$ cat config.mk
export PLATFORM = sky130hd
export DESIGN_NAME = cfg_window_bridge
export DESIGN_NICKNAME = d
export VERILOG_FILES = /design/src/rtl/cfg_window_bridge.sv
export SDC_FILE = /design/constraint.sdc
export NUM_CORES = 1
export LEC_CHECK = 0
export BUFFER_PORTS_ARGS = -buffer_cell sky130_fd_sc_hd__clkbuf_2
export CORE_UTILIZATION = 45
export CTS_BUF_LIST = sky130_fd_sc_hd__clkbuf_4
export DETAILED_ROUTE_END_ITERATION = 8
export PLACE_DENSITY_LB_ADDON = 0.08
export SLEW_MARGIN = 10
export SYNTH_ARGS = -nofsm -noshare
export SYNTH_HDL_FRONTEND = slang
export SYNTH_SLANG_ARGS = --single-unit
$ cat constraint.sdc
create_clock -name clk -period 3.2 [get_ports clk]
set_input_delay 0.16 -clock clk [delete_from_list [all_inputs] [get_ports clk]]
set_output_delay 0.16 -clock clk [all_outputs]
set_load 0.02 [all_outputs]
$ cat src/rtl/cfg_window_bridge.sv
module cfg_window_bridge #(
  parameter int SPACE = 256,
  parameter int LIMIT = 256,
  localparam int OFFW = $clog2(SPACE)
) (
  input  logic            clk,
  input  logic            rst_n,
  input  logic            h_req,
  input  logic            h_we,
  input  logic            h_sel,
  input  logic [1:0]      h_addr,
  input  logic [2:0]      h_len,
  input  logic [31:0]     h_wdata,
  output logic            h_ready,
  output logic [31:0]     h_rdata,
  output logic            d_req,
  output logic            d_we,
  output logic [7:0]      d_bus,
  output logic [7:0]      d_devfn,
  output logic [OFFW-1:0] d_off,
  output logic [2:0]      d_len,
  output logic [31:0]     d_wdata,
  input  logic            d_ack,
  input  logic [31:0]     d_rdata,
  input  logic            d_present,
  input  logic            d_hotadd,
  input  logic            d_fn0_present
);
  logic [31:0]     cfg_q;
  logic            busy_q;
  logic [OFFW-1:0] off_q;
  logic [2:0]      len_q;
  logic            we_q;
  logic [31:0]     wd_q;

  wire [OFFW-1:0] off    = OFFW'({cfg_q[31:2], cfg_q[1:0] | h_addr});
  wire            in_rng = {1'b0, off} < (OFFW+1)'(LIMIT);
  wire [OFFW:0]   room   = (OFFW+1)'(LIMIT) - {1'b0, off};
  wire            len_ok = (h_len == 3'd1) || (h_len == 3'd2) || (h_len == 3'd4);
  wire            hidden = d_hotadd && (d_devfn[2:0] != 3'd0) && !d_fn0_present;
  wire            go     = h_sel && cfg_q[31] && in_rng && len_ok && d_present && !hidden;
  wire [2:0]      clip   = ((OFFW+1)'(h_len) < room) ? h_len : room[2:0];
  wire            accept = h_req && !busy_q && go;
  wire            ld_cfg = h_req && !busy_q && h_we && !h_sel && (h_addr == 2'd0) && (h_len == 3'd4);

  logic [31:0] rmask;
  always_comb
    case (len_q)
      3'd1:    rmask = 32'h0000_00FF;
      3'd2:    rmask = 32'h0000_FFFF;
      3'd3:    rmask = 32'h00FF_FFFF;
      default: rmask = 32'hFFFF_FFFF;
    endcase

  assign h_ready = busy_q ? d_ack : (h_req && !go);
  assign h_rdata = busy_q ? (d_rdata & rmask) : (h_sel ? 32'hFFFF_FFFF : cfg_q);

  assign d_req   = busy_q;
  assign d_we    = we_q;
  assign d_bus   = cfg_q[23:16];
  assign d_devfn = cfg_q[15:8];
  assign d_off   = off_q;
  assign d_len   = len_q;
  assign d_wdata = wd_q;

  always_ff @(posedge clk or negedge rst_n)
    if (!rst_n) begin
      cfg_q  <= '0;
      busy_q <= 1'b0;
      off_q  <= '0;
      len_q  <= '0;
      we_q   <= 1'b0;
      wd_q   <= '0;
    end else if (!busy_q) begin
      if (ld_cfg) cfg_q <= h_wdata;
      if (accept) begin
        busy_q <= 1'b1;
        off_q  <= off;
        len_q  <= clip;
        we_q   <= h_we;
        wd_q   <= h_wdata;
      end
    end else if (d_ack) begin
      busy_q <= 1'b0;
    end

  p_hold_r10: assert property (@(posedge clk) disable iff (!rst_n)
    d_req && !d_ack |=> d_req && $stable(d_off) && $stable(d_len) && $stable(d_we) && $stable(d_wdata));

  p_stall_r10: assert property (@(posedge clk) disable iff (!rst_n)
    d_req && !d_ack |-> !h_ready);

  p_gate_r4: assert property (@(posedge clk) disable iff (!rst_n)
    d_req |-> cfg_q[31]);

  p_clip_r8: assert property (@(posedge clk) disable iff (!rst_n)
    d_req |-> (d_len != 3'd0) && (d_len <= 3'd4) && ({1'b0, d_off} + (OFFW+1)'(d_len) <= (OFFW+1)'(LIMIT)));

  p_latch_r2: assert property (@(posedge clk) disable iff (!rst_n)
    !$stable(cfg_q) |-> $past(h_req && h_we && !h_sel && h_addr == 2'd0 && h_len == 3'd4));
endmodule

# --- Yosys cells after proc, flatten, opt, wreduce, memory -nomap -nowiden ---
# Cells that the tools add are included.
word_totals:
  register_bits: 77
  latch_bits: 0
  mem_bits_rw: 0
  rom_bits: 0
  out_inout_bits: 94
  elab_cells: 49
  memories: 0
op_classes:
  add_sub_neg: 1
  mul: 0
  div: 0
  order_cmp: 1
  eq_ne: 6
  n_shift: 0
  n_mux: 8
  n_bitwise: 3
  reduce_logical: 24
ops:
  columns: ["operator", "count"]
  rows:
  - ["32-bit case mux with 3 select lines", 1]
  - ["32-bit two-way mux", 2]
  - ["32-bit bitwise AND", 1]
  - ["1-bit logical AND", 13]
  - ["3-bit by 2-bit equality test with 1-bit output, second input constant", 3]
  - ["3-bit by 9-bit less-than comparator with 1-bit output", 1]
  - ["9-bit by 8-bit subtractor with 9-bit output, first input constant", 1]
  - ["3-bit by 1-bit equality test with 1-bit output, second input constant", 2]
  - ["1-bit logical NOT", 5]
  - ["1-bit two-way mux", 4]
  - ["2-bit AND reduction", 2]
  - ["3-bit equality test, second input constant", 1]
  - ["3-bit two-way mux", 1]
  - ["3-bit nonzero test", 1]
  - ["2-bit logical NOT", 1]
  - ["1-bit logical OR", 2]
  - ["2-bit OR", 1]
  - ["1-bit NOT", 1]

# --- Logic depth before layout (Yosys ltp) ---
depth:
  ltp_word: 9
  mapped_depth: 10
  depth_no_buf: 10

# --- Least setup slack after synthesis ---
# Ideal clock, no wire load.
synth_path:
  kind: "reg-to-reg"
  startpoint: "register cfg_q[0]"
  endpoint: "register len_q[1], in the netlist d_len[1]"
  arrival_time_ps: 1978
  required_time_ps: 3077
  setup_slack_ps: 1099
  stages_incl_launch_ff: 11
  path_buffers: 0
  period_less_slack_ps: 2101
  path_cell_list: "dfrtp_1 -> or2_2 -> inv_1 -> ha_1 -> xor2_1 -> ha_1 -> o21ai_0 -> a21oi_1 -> o221ai_2 -> mux2i_1 -> a21oi_1"
synth_via:
  elab_chain_cells: 4
synth_lines:
  columns: ["element", "line", "text"]
  rows:
  - ["from (decl)", "29", "logic [31:0] cfg_q;"]
  - ["from (signal assigned)", "75", "if (ld_cfg) cfg_q <= h_wdata;"]
  - ["2-bit OR *", "36", "wire [OFFW-1:0] off = OFFW'({cfg_q[31:2], cfg_q[1:0] | h_addr});"]
  - ["9-bit by 8-bit subtractor with 9-bit output *", "38", "wire [OFFW:0] room = (OFFW+1)'(LIMIT) - {1'b0, off};"]
  - ["3-bit by 9-bit less-than comparator with 1-bit output", "42", "wire [2:0] clip = ((OFFW+1)'(h_len) < room) ? h_len : room[2:0];"]
  - ["3-bit two-way mux *", "42", null]
  - ["to (signal assigned)", "79", "len_q <= clip;"]
  - ["to (decl)", "32", "logic [2:0] len_q;"]
# Mark *: on every way between the ends. The rest lies on a longest branch, timed or not.
# A chain may end at the register's enable or synchronous reset.

# --- Worst setup path in the final report ---
# Same ends and word-level chain as after synthesis.

==> results.tsv <==
metric	value	unit
yosysWarnings	0	
drtIter0Drc	60	
clkSinkCount	77	
finalHoldViolations	0	
hold_path.class	in -> reg	
rsz0062_at_grt	no	
cts_buffer_depth	2	
worstPathRequired	3.48	ns
skew	0.0143	ns
first_pass_iters	4	
antenna_left	0	
syn_area	3820	sq um
multiInputGateArea	1660	sq um
die-area	8850	sq um
root_buffer	clkbuf_4	
synthCells	329	
grt_pass1_vias	2943	
final_layout_size_suffix_gt1_frac	0.496	
critPathMaxFanout	5	
syn-mean-instance-area	11.6	sq um
slew_viol_final	0	
fmax	0.426	GHz
grtUsageMet1	0.269	
synth_nets	410	
max-vdd-ir-drop	211	uV
ctsHtreeMaxLevel	3	
place_hpwl	6.29	mm
worst_slew_pin_slew	0.979	ns
grt_usage	0.213	
worstSkewPairLatency	0.42	ns
core_region_area	8220	sq um
globalplace.congestion	0.805	
fp.dieH	94.1	um
maxCapViolations	0	
cts_tree	done	
numCtsBuffers	9	
grt_pass1_wl	14.4	mm
grt_max_degree	78	
final_cell_mix	170 x clkbuf_2, 77 x dfrtp_1, 39 x nor2_1	
worstSetupStartpointType	flop	
pwr_density_cell	436	nW/um^2
r2r_slack	0.85	ns
port_buffers	171	
critical_path_class	reg -> reg	
top_usage_layer	met2	
grt_overflow_total	0	
route.detailed.drc	0	
ys_seq_area_frac	0.505	
finalWirelength	9.07	mm
setup_violations	0	
io_pins	172	
grt_use_met2	0.358	
cp.arrival	2.63	ns
yosys_register_bits	77	
vias_per_cell	4.87	
status	finished clean	
endpoint_kind	flop	
ff_latch_area	1930	sq um
p_leak	0.00274	uW
slew_headroom	0.348	
mostFrequentLayoutCell	clkbuf_2	
antenna_found_initial	0	
dpl_worst_slack	0.871	ns
nets	600	
die_w	94.1	um
start_util	0.464	
insertedDiodeCount	0	
cts.repair.resized	0	
clk_pin_slew	0.12	ns
area_delta_synth_final	34.2	%
fin_crit	2.35	ns
nFillCells	712	
fin_crit_sh	0.734	
via_count	3061	
hold_buffers	35	
fin_tns_setup	0	ns
drt-wirelength-per-cell	14.4	um
ys_types	35	
worst_slack	0.850	ns
num_rows	33	
post_cts_buffers	0	
grt_util_met3	0.0445	
sequential cells by signal (all words and copies together) (netlist names):
name,flops
cfg_q,32
d_wdata,32
d_off,8
d_len,3
d_req,1
d_we,1
Yosys cell counts:
cell type  count  area (sq um)
a21o_1         1          7.51
a21oi_1        5          25.0
and4_1         1          8.76
buf_1          1          3.75
buf_4         17           128
buf_6          4          45.0
clkbuf_1      11          41.3
dfrtp_1       77          1930
ha_1           3          37.5
inv_1          4          15.0
mux2_1         9           101
mux2_2        32           360
mux2_4        30           450
mux2i_1        1          10.0
nand2_1       34           128
nand3_1        1          5.00
nand4_1        1          6.26
nor2_1        39           146
nor2b_1        3          18.8
nor3_1         1          5.00
nor3b_1        1          7.51
nor4_1         1          6.26
nor4_2         1          12.5
nor4b_4        1          23.8
o21a_1         4          30.0
o21ai_0       35           175
o21ai_1        2          10.0
o221ai_2       1          15.0
o22ai_1        1          6.26
o31a_1         1          8.76
o31ai_1        1          7.51
or2_2          1          6.26
or4_4          1          11.3
xnor2_1        1          8.76
xor2_1         2          17.5
worst max-delay path, cell delays in order (launching register included):
cell	delay, ns
dfrtp_1	0.43
or2_2	0.31
inv_1	0.09
ha_1	0.21
xor2_1	0.22
ha_1	0.26
o21ai_0	0.07
a21oi_1	0.07
o221ai_2	0.26
mux2i_1	0.22
a21oi_1	0.08
per-layer routing:
layer,part of all wire,routed length [um]
met5,0,0
met2,0.49,4410
met3,0.059,536
met1,0.44,3990
met4,0.015,132
power by group:
group	total, uW	switching, uW	internal [uW]
Clock	591	345	246
Combinational	523	286	237
Sequential	1120	62.4	1060
Total	2230	694	1540
logic make-up (layout without fill, tap and decap cells):
group                      after synthesis  after routing  synth area share
xor gates and xnor gates                 3              3           0.00689
DFF                                     77             77             0.505
muxes                                   72             72             0.242
adders and majority gates                3              3           0.00984
and+or+nand+nor                         86             86             0.101
AOI/OAI and AO/OA                       51             51            0.0748
buffers and inverters                   37            232            0.0610
final cells by class:
| class | count | share of cell area |
|---|---|---|
| Inverter | 4 | 0.00293 |
| Tap cell | 105 | 0.0256 |
| Clock buffer | 10 | 0.0147 |
| Multi-Input combinational cell | 215 | 0.323 |
| Sequential cell | 77 | 0.376 |
| Timing Repair Buffer | 212 | 0.245 |
| Clock inverter | 6 | 0.0125 |
per-stage QoR:
| stage | instance area (sq um) | power, uW | utilization | hold WS [ns] | cells |
|---|---|---|---|---|---|
| CTS | 5120 | 2260 | 0.623 | 0.0000379 | 629 |
| floorplan | 3820 | 1440 | - | -0.136 | 329 |
| finish | 5120 | 2230 | 0.623 | 0.0234 | 629 |
| detailed placement | 4630 | 1630 | 0.564 | 0.381 | 578 |
| global route | 5120 | 2350 | 0.623 | 0.0375 | 629 |
| global placement | 4630 | 1620 | 0.564 | 0.375 | 578 |
path summary, 6_finish.rpt:
kind,start,end,cells past startpoint
worst max-delay path,cfg_q[0],d_len[1],10
max in group asynchronous,rst_n,cfg_q[9],2
min in group asynchronous,rst_n,d_wdata[30],2
worst max register to register,cfg_q[0],d_len[1],10
worst min register to register,d_wdata[30],d_wdata[30],1
worst min-delay path,h_len[2],d_len[2],3
No activity file was read; power rests on OpenSTA's default activity.
